`config.mk`:
```
export PLATFORM = sky130hd
export DESIGN_NAME = eeprom_boot_loader
export DESIGN_NICKNAME = d
export VERILOG_FILES = /design/src/rtl/ebl_pkg.sv /design/src/rtl/ebl_tick.sv /design/src/rtl/ebl_grant.sv /design/src/rtl/ebl_csum.sv /design/src/rtl/eeprom_boot_loader.sv
export SDC_FILE = /design/constraint.sdc
export NUM_CORES = 1
export LEC_CHECK = 0
export BUFFER_PORTS_ARGS = -buffer_cell sky130_fd_sc_hd__buf_2
export CORE_MARGIN = 2
export CORE_UTILIZATION = 25
export DETAILED_ROUTE_END_ITERATION = 6
export PLACE_DENSITY = 0.4
export RECOVER_POWER = 50
export SLEW_MARGIN = 0
export SYNTH_ARGS = -nofsm -noshare
export SYNTH_HDL_FRONTEND = slang
export SYNTH_SLANG_ARGS = --single-unit
```
`constraint.sdc`:
```
create_clock -name clk -period 3.5 [get_ports clk]
set_input_delay 0.175 -clock clk [delete_from_list [all_inputs] [get_ports clk]]
set_output_delay 0.175 -clock clk [all_outputs]
set_load 0.02 [all_outputs]
```
`src/rtl/ebl_pkg.sv`:
```
package ebl_pkg;
    typedef enum logic [2:0] {
        ST_IDLE,
        ST_ARB,
        ST_SHIFT,
        ST_GAP,
        ST_FIN
    } ebl_state_e;

    localparam logic [2:0] RD_OPCODE = 3'b110;
endpackage

```
`src/rtl/ebl_tick.sv`:
```
module ebl_tick #(
    parameter int HALF = 4
) (
    input  logic clk,
    input  logic rst_n,
    input  logic en,
    output logic tick
);
    localparam int CW = (HALF > 1) ? $clog2(HALF) : 1;
    localparam logic [CW-1:0] RELOAD = CW'(HALF - 1);

    logic [CW-1:0] cnt;

    assign tick = en && (cnt == '0);

    always_ff @(posedge clk) begin
        if (!rst_n || !en) begin
            cnt <= RELOAD;
        end else if (cnt == '0) begin
            cnt <= RELOAD;
        end else begin
            cnt <= cnt - 1'b1;
        end
    end
endmodule

```
`src/rtl/ebl_grant.sv`:
```
module ebl_grant #(
    parameter int LIMIT = 1000,
    parameter int GAP   = 500
) (
    input  logic clk,
    input  logic rst_n,
    input  logic active,
    input  logic gnt,
    output logic granted,
    output logic expired
);
    localparam int PW = $clog2(LIMIT + 1);
    localparam int GW = (GAP > 1) ? $clog2(GAP) : 1;

    logic [PW-1:0] polls;
    logic [GW-1:0] gap;
    logic          poll;

    assign poll    = active && (gap == '0);
    assign granted = poll && gnt;
    assign expired = poll && !gnt && (polls == PW'(LIMIT - 1));

    always_ff @(posedge clk) begin
        if (!rst_n || !active) begin
            polls <= '0;
            gap   <= '0;
        end else if (poll) begin
            if (!gnt && !expired) begin
                polls <= polls + 1'b1;
                gap   <= GW'(GAP - 1);
            end
        end else begin
            gap <= gap - 1'b1;
        end
    end
endmodule

```
`src/rtl/ebl_csum.sv`:
```
module ebl_csum #(
    parameter int W = 16
) (
    input  logic         clk,
    input  logic         rst_n,
    input  logic         clr,
    input  logic         add,
    input  logic [W-1:0] val,
    output logic [W-1:0] sum
);
    always_ff @(posedge clk) begin
        if (!rst_n || clr) begin
            sum <= '0;
        end else if (add) begin
            sum <= sum + val;
        end
    end
endmodule

```
`src/rtl/eeprom_boot_loader.sv`:
```
module eeprom_boot_loader
    import ebl_pkg::*;
#(
    parameter int SK_HALF    = 4,
    parameter int POLL_LIMIT = 1000,
    parameter int POLL_GAP   = 500,
    parameter int N_WORDS    = 64,
    parameter int WORD_W     = 16,
    parameter int AW_SMALL   = 6,
    parameter int AW_LARGE   = 8,
    parameter logic [WORD_W-1:0] SIGNATURE = 16'hBABA
) (
    input  logic                       clk,
    input  logic                       rst_n,
    input  logic                       start,
    input  logic                       big_dev,
    output logic                       acc_req,
    input  logic                       acc_gnt,
    output logic                       ee_sk,
    output logic                       ee_cs,
    output logic                       ee_di,
    input  logic                       ee_do,
    output logic                       img_we,
    output logic [$clog2(N_WORDS)-1:0] img_addr,
    output logic [WORD_W-1:0]          img_data,
    output logic                       done,
    output logic                       ok,
    output logic                       gnt_timeout
);
    localparam int IW    = $clog2(N_WORDS);
    localparam int CMD_S = 3 + AW_SMALL;
    localparam int CMD_L = 3 + AW_LARGE;
    localparam int BW    = $clog2(CMD_L + WORD_W + 1);

    ebl_state_e state_q, state_d;

    logic              tick, granted, expired, word_done, last_word;
    logic              size_q, tmo_q, next_di, sum_clr;
    logic [IW-1:0]     word_idx;
    logic [BW-1:0]     bit_idx, nb, cmd_len, last_bit;
    logic [WORD_W-1:0] shreg, sum, rx_word;
    logic [CMD_L-1:0]  cmd_vec, cmd_sh;

    ebl_tick #(.HALF(SK_HALF)) u_tick (
        .clk  (clk),
        .rst_n(rst_n),
        .en   (state_q == ST_SHIFT || state_q == ST_GAP),
        .tick (tick)
    );

    ebl_grant #(.LIMIT(POLL_LIMIT), .GAP(POLL_GAP)) u_grant (
        .clk    (clk),
        .rst_n  (rst_n),
        .active (state_q == ST_ARB),
        .gnt    (acc_gnt),
        .granted(granted),
        .expired(expired)
    );

    assign sum_clr = (state_q == ST_IDLE) && start;

    ebl_csum #(.W(WORD_W)) u_csum (
        .clk  (clk),
        .rst_n(rst_n),
        .clr  (sum_clr),
        .add  (word_done),
        .val  (rx_word),
        .sum  (sum)
    );

    // frame geometry
    assign cmd_len   = size_q ? BW'(CMD_L) : BW'(CMD_S);
    assign last_bit  = cmd_len + BW'(WORD_W - 1);
    assign last_word = (word_idx == IW'(N_WORDS - 1));
    assign nb        = bit_idx + 1'b1;
    assign rx_word   = {shreg[WORD_W-2:0], ee_do};
    assign word_done = (state_q == ST_SHIFT) && tick && ee_sk && (bit_idx == last_bit);

    always_comb begin
        if (size_q) begin
            cmd_vec = {RD_OPCODE, AW_LARGE'(word_idx)};
        end else begin
            cmd_vec = CMD_L'({RD_OPCODE, AW_SMALL'(word_idx)}) << (AW_LARGE - AW_SMALL);
        end
        cmd_sh  = cmd_vec << nb;
        next_di = (nb < cmd_len) ? cmd_sh[CMD_L-1] : 1'b0;
    end

    // state register
    always_ff @(posedge clk) begin
        if (!rst_n) state_q <= ST_IDLE;
        else        state_q <= state_d;
    end

    // transitions
    always_comb begin
        state_d = state_q;
        unique case (state_q)
            ST_IDLE:  if (start) state_d = ST_ARB;
            ST_ARB: begin
                if (granted)      state_d = ST_SHIFT;
                else if (expired) state_d = ST_FIN;
            end
            ST_SHIFT: if (word_done) state_d = ST_GAP;
            ST_GAP: begin
                if (tick) state_d = last_word ? ST_FIN : ST_SHIFT;
            end
            ST_FIN:   state_d = ST_IDLE;
            default:  state_d = ST_IDLE;
        endcase
    end

    // outputs and datapath
    always_ff @(posedge clk) begin
        if (!rst_n) begin
            acc_req     <= 1'b0;
            ee_sk       <= 1'b0;
            ee_cs       <= 1'b0;
            ee_di       <= 1'b0;
            img_we      <= 1'b0;
            img_addr    <= '0;
            img_data    <= '0;
            done        <= 1'b0;
            ok          <= 1'b0;
            gnt_timeout <= 1'b0;
            size_q      <= 1'b0;
            tmo_q       <= 1'b0;
            word_idx    <= '0;
            bit_idx     <= '0;
            shreg       <= '0;
        end else begin
            img_we <= 1'b0;
            unique case (state_q)
                ST_IDLE: begin
                    if (start) begin
                        acc_req     <= 1'b1;
                        done        <= 1'b0;
                        ok          <= 1'b0;
                        gnt_timeout <= 1'b0;
                        size_q      <= big_dev;
                        tmo_q       <= 1'b0;
                        word_idx    <= '0;
                    end
                end
                ST_ARB: begin
                    if (granted) begin
                        ee_cs   <= 1'b1;
                        ee_sk   <= 1'b0;
                        ee_di   <= RD_OPCODE[2];
                        bit_idx <= '0;
                    end else if (expired) begin
                        tmo_q <= 1'b1;
                    end
                end
                ST_SHIFT: begin
                    if (tick) begin
                        if (!ee_sk) begin
                            ee_sk <= 1'b1;
                        end else begin
                            ee_sk <= 1'b0;
                            if (bit_idx >= cmd_len) shreg <= rx_word;
                            if (word_done) begin
                                ee_cs    <= 1'b0;
                                ee_di    <= 1'b0;
                                img_we   <= 1'b1;
                                img_addr <= word_idx;
                                img_data <= rx_word;
                            end else begin
                                bit_idx <= nb;
                                ee_di   <= next_di;
                            end
                        end
                    end
                end
                ST_GAP: begin
                    if (tick && !last_word) begin
                        word_idx <= word_idx + 1'b1;
                        ee_cs    <= 1'b1;
                        ee_di    <= RD_OPCODE[2];
                        bit_idx  <= '0;
                    end
                end
                ST_FIN: begin
                    acc_req     <= 1'b0;
                    done        <= 1'b1;
                    gnt_timeout <= tmo_q;
                    ok          <= !tmo_q && (sum == SIGNATURE);
                end
                default: ;
            endcase
        end
    end
endmodule

```
# Word-level counts from Yosys, hierarchy flattened
# Cells that the tools add are included.
dict set report totals {
  register_bits 98
  out_inout_bits 30
  in_bits 6
  word_cells 140
}
dict set report classes {
  magnitude_cmp 2
  reduce_logical 45
  eq_ne 20
  shift 1
  n_mux 45
  add_sub_neg 7
}
# op count
set ops {}
lappend ops {{5-bit 2-to-1 mux} 5}
lappend ops {{4-bit AND reduction} 5}
lappend ops {{3-bit 2-to-1 mux} 6}
lappend ops {{9-bit 2-to-1 mux} 2}
lappend ops {{2-bit inequality test, second input constant} 9}
lappend ops {{1-bit 2-to-1 mux} 17}
lappend ops {{16-bit adder} 1}
lappend ops {{16-bit equality test, second input constant} 1}
lappend ops {{5-bit one-hot mux with 3 select lines} 1}
lappend ops {{1-bit logical AND} 12}
lappend ops {{6-bit 2-to-1 mux} 2}
lappend ops {{1-bit one-hot mux with 2 select lines} 6}
lappend ops {{3-bit one-hot mux with 4 select lines} 1}
lappend ops {{6-bit one-hot mux with 2 select lines} 1}
lappend ops {{6-bit AND reduction} 2}
lappend ops {{11-bit by 5-bit left shift with 11-bit output} 1}
lappend ops {{10-bit by 1-bit adder with 10-bit output, second input constant} 1}
lappend ops {{10-bit equality test, second input constant} 1}
lappend ops {{9-bit zero test} 1}
lappend ops {{9-bit by 1-bit subtractor with 9-bit output, second input constant} 1}
lappend ops {{8-bit 2-to-1 mux} 1}
lappend ops {{2-bit nonzero test} 4}
lappend ops {{1-bit zero test} 7}
lappend ops {{6-bit by 1-bit adder with 6-bit output, second input constant} 1}
lappend ops {{other kinds (22)} 31}

# Longest topological paths before layout
dict set report depth {
  word_depth 10
  mapped_depth 10
  mapped_depth_nobuf 10
}

# By module
# A second synthesis with hierarchy kept.
dict set report hier_totals {
  cells_unflattened 588
  area_unflattened_um2 5265.0
}
# mod cells_per_inst n_inst seq_area_each_um2 area_per_inst_um2
set modules_own_cells {}
lappend modules_own_cells {eeprom_boot_loader 318 1 1221.2 2864.0}
lappend modules_own_cells {ebl_csum 153 1 320.3 1323.8}
lappend modules_own_cells {ebl_grant 109 1 380.4 993.5}
lappend modules_own_cells {ebl_tick 8 1 40.0 83.8}

# Worst setup path before layout
# OpenSTA, ideal clock, no wires.
dict set report synth_timing {
  path_type {reg-to-reg}
  from {register u_grant.gap[0]}
  to {register bit_idx[2]}
  setup_ps 70
  n_path_buf 0
  t_arrival_ps 2512
  required_ps 3430
  path_slack_ps 918
  period_less_slack_ps 2582
  stages_incl_launch_ff 10
  path_cell_list {dfxtp_1 inv_1 ha_1 or4b_4 nor4_4 a21oi_2 a2111oi_4 nand2_4 or4_1 a21boi_1}
}
dict set report synth_via {
  elab_chain_cells 5
}
# element line_no
set synth_lines {}
lappend synth_lines {{start: declaration} ebl_grant.sv:16} ;# logic [GW-1:0] gap;
lappend synth_lines {{start signal: assignment} ebl_grant.sv:30} ;# gap <= GW'(GAP - 1);
lappend synth_lines {{start signal: assignment} ebl_grant.sv:33} ;# gap <= gap - 1'b1;
lappend synth_lines {{9-bit zero test} ebl_grant.sv:19} ;# assign poll = active && (gap == '0);
lappend synth_lines {{1-bit logical AND} ebl_grant.sv:19}
lappend synth_lines {{1-bit logical AND} ebl_grant.sv:20} ;# assign granted = poll && gnt;
lappend synth_lines {{2-bit inequality test (no source line)} -}
lappend synth_lines {{6-bit AND reduction (no source line)} -}
lappend synth_lines {{end signal: assignment} eeprom_boot_loader.sv:169} ;# bit_idx <= nb;
lappend synth_lines {{end: declaration} eeprom_boot_loader.sv:40} ;# logic [BW-1:0] bit_idx, nb, cmd_len, last_bit;
# Every way passes these cells.
# A chain may end at the register's enable or synchronous reset.

# Final worst setup path
dict set report layout_timing {
  from {register size_q}
  to {register u_csum.sum[13]}
}
dict set report layout_via {
  elab_chain_cells 4
}
# element line_no
set layout_lines {}
lappend layout_lines {{start: declaration} eeprom_boot_loader.sv:38} ;# logic size_q, tmo_q, next_di, sum_clr;
lappend layout_lines {{start signal: assignment} eeprom_boot_loader.sv:140} ;# size_q <= big_dev;
lappend layout_lines {{2-bit 2-to-1 mux} eeprom_boot_loader.sv:72} ;# assign cmd_len = size_q ? BW'(CMD_L) : BW'(CMD_S);
lappend layout_lines {{4-bit by 4-bit adder with 5-bit output} eeprom_boot_loader.sv:73} ;# assign last_bit = cmd_len + BW'(WORD_W - 1);
lappend layout_lines {{5-bit equality test} eeprom_boot_loader.sv:77} ;# assign word_done = (state_q == ST_SHIFT) && tick && ee_sk && (bit_idx == last_bit);
lappend layout_lines {{1-bit logical AND} eeprom_boot_loader.sv:77}
lappend layout_lines {{end signal: assignment} ebl_csum.sv:15} ;# sum <= sum + val;
lappend layout_lines {{end: declaration} ebl_csum.sv:9} ;# output logic [W-1:0] sum
# Every way passes these cells.

==> summary.md <==
| Metric | Value |
|---|---|
| Syn_area_per_cell | `8.50 um2` |
| Clock Tree Root | `clkbuf_16` |
| Worst slew pin tran | `1.27 ns` |
| Total grt overflow | `0` |
| Clock skew | `0.00595 ns` |
| RR Startpoint | `size_q` |
| Hold buffers post-CTS | `0` |
| Synth warnings | `0` |
| Fillcell total | `2071` |
| Post-Synthesis Cells | `575` |
| Area Growth Syn to Fin | `15.1%` |
| Core area | `19300 um2` |
| # diodes | `0` |
| Relative slew slack | `0.153` |
| DRT Pass-1 Iters | `4` |
| Most common cell after layout, fill and taps aside | `dfxtp_1` |
| Largest net degree at the start of global routing | `60` |
| R2R cell count | `7` |
| Die Area | `20700 um2` |
| Resized Gates After CTS | `0` |
| R2r setup slk | `0.61 ns` |
| Post-DP HPWL | `8730 um` |
| Crit path capture type | `register` |
| Share of layout cells above drive strength 1 | `0.0609` |
| Maximum vdd drop | `325 uV` |
| Prevailing post-synth register cell | `dfxtp_1` |
| IO buf count | `35` |
| Via count | `4028` |
| Pins over their slew limit | `0` |
| Leakage | `1.96 nW` |
| Area of the multi-input gates | `2760 um2` |
| Clock latency at the later pin of the worst-skew pair | `0.34 ns` |
| Seq/Total Area, Yosys | `0.402` |
| Antenna violations before repair | `0` |
| GRT Total Usage | `0.125` |
| Number of routed nets with antenna violations | `0` |
| Req. time, crit path | `3.74 ns` |
| Row cnt | `51` |
| Hold Vio Cnt, Final | `0` |
| Worst path slowest cell | `clkbuf_2` |
| Final worst path period share | `0.825` |
| Post-synth ARST share | `0` |
| Final min period | `2.89 ns` |
| CP peak stage delay | `0.78 ns` |
| First-pass GRT wire length | `20300 um` |
| DRC violations left | `0` |
| Vias per inst | `4.61` |
| H-Tree Level Count | `3` |
| Yosys top cell area share | `0.402` |
| Starting DRC count in detailed routing | `188` |
| MaxCap Viol Count | `0` |
| Max Buffers Root-to-Sink | `2` |
| CTS tree | `built` |
| Vias in the first global route | `3877` |
| CP arrival | `3.13 ns` |
| EDFF count, synth | `0` |
| Library cells used by synthesis | `63` |
| CP Launch Type | `register` |
| Most frequent cells in the layout | `dfxtp_1 (98), nand2_1 (96), nor2_1 (45), a21oi_1 (34), clkbuf_1 (32)` |
| Clock sinks | `98` |
| I/O Pins | `36` |
| Cell area after synthesis | `4880 um2` |
| Final-stage net count | `633` |
| Initial core utilization | `0.253` |
| Synth Register Bits | `98` |
| RSZ-0062 raised after global routing | `false` |
| Postcts setup bufs | `0` |
| FF+latch area | `1960 um2` |
| Net count after synthesis | `604` |
| Routability congestion estimate | `0.809` |
| Post-layout util | `0.291` |
| Final WS setup | `0.611 ns` |
| Die W | `144 um` |
| Number of CTS-inserted buffers | `9` |
| Hold Crit Depth | `3` |
| Hold Path Class | `input port to register` |
| Fmax | `346 MHz` |
| Area contributors post-synth | `dfxtp_1 (40%), nand2_1 (7.4%), ha_1 (5.6%), a21boi_0 (4.3%), nor2_1 (3.5%)` |
| Cell area power density | `560 nW/um2` |
| Clk pin slew, worst setup/hold paths | `0.07 ns` |
| Critical path cell sequence | `inv_1, ha_1, nand4bb_1, nor4_1, clkbuf_2, nor2_1, a22o_1` |
| Max Fanout on Critical Path | `38` |
| Largest area contributor in the netlist | `dfxtp_1` |
| Final WL | `12200 um` |
| Die Height | `144 um` |
| Routed WL per cell | `14.0 um` |
| Outcome | `finished clean` |
| Critical setup path kind | `register to register` |
| Worst Hold Launch | `big_dev` |
| Reg-to-Reg End | `u_csum.sum[13]` |
| Worst slack, placed | `0.666 ns` |
| Final setup violation count | `0` |
| TNS Setup | `0 ns` |
| End of the worst hold path | `size_q` |
-- worst max-delay path, delay by kind of cell (launching register included) --
family,cells,cell delay [ns]
AND/OR/NAND/NOR,3,0.88
AO/OA/AOI/OAI,1,0.28
flip-flops,1,0.40
adder cells (fa/ha/maj),1,0.32
buffers and inverters,2,0.89
-- cell families after synthesis --
family	after synthesis	share of synthesized area
AO/OA/AOI/OAI	135	0.186
XOR/XNOR	24	0.0430
adder cells (fa/ha/maj)	23	0.0605
buffers and inverters	39	0.0336
flip-flops	98	0.402
multiplexers	16	0.0328
AND/OR/NAND/NOR	240	0.243
-- metal layers --
metal | routed length, um | global-route usage | vias to the layer above
met5 | 0 | 0 | -
met4 | 134 | 0.0330 | 0
met3 | 352 | 0.0297 | 11
met2 | 5770 | 0.210 | 48
met1 | 5950 | 0.162 | 1885
li1 | - | - | 2084
-- sequential cells by signal (all words and copies together), names as in the netlist, 2 cells and up --
register,cells
bit_idx,5
img_addr,6
img_data,16
shreg,15
state_q,3
u_csum.sum,16
u_grant.gap,9
u_grant.polls,10
u_tick.cnt,2
word_idx,6
-- through the flow --
step                hold slack, ns  instances  power [mW]  instance area (um2)
global route                 0.130        873        3.34                 5620
finish                      0.0940        873        3.15                 5620
floorplan                    0.320        575        1.88                 4880
CTS                         0.0796        873        3.21                 5680
detailed placement           0.377        858        2.05                 5340
global placement             0.366        858        2.04                 5340
-- power by group --
group          total [mW]  internal [mW]  leakage, nW  switching [mW]
clock                1.14          0.699        0.166           0.442
sequential           1.27           1.18        0.791          0.0852
combinational       0.736          0.294        0.998           0.443
total                3.15           2.18         1.96           0.970
-- worst max path at each step --
stage                   start             end
5_1_grt                size_q  u_csum.sum[13]
3_5_place_dp   u_grant.gap[0]      bit_idx[2]
6_report               size_q  u_csum.sum[13]
4_1_cts        u_grant.gap[0]      bit_idx[2]
3_3_place_gp   u_grant.gap[0]      bit_idx[2]
2_1_floorplan  u_grant.gap[0]      bit_idx[2]
-- cells in the mapped netlist, drive strengths merged, types with 5 or more instances --
master	number
nand3	22
nand2	97
nor3	12
dfxtp	98
nor2	46
clkbuf	17
a31oi	5
xor2	12
o21ai	24
mux2i	16
o21a	5
a21boi	29
nand4	5
nor2b	20
buf	5
ha	22
or3	9
xnor2	12
a21oi	35
a211oi	10
inv	17
nand2b	5
-- cell type report --
type / instances / area share
Clock buffer: 9 / 0.0401
Clock inverter: 6 / 0.0200
Inverter: 17 / 0.0114
Multi-Input combinational cell: 438 / 0.491
Sequential cell: 98 / 0.349
Tap cell: 265 / 0.0590
Timing Repair Buffer: 40 / 0.0294
No activity file was read; power rests on OpenSTA's default activity.
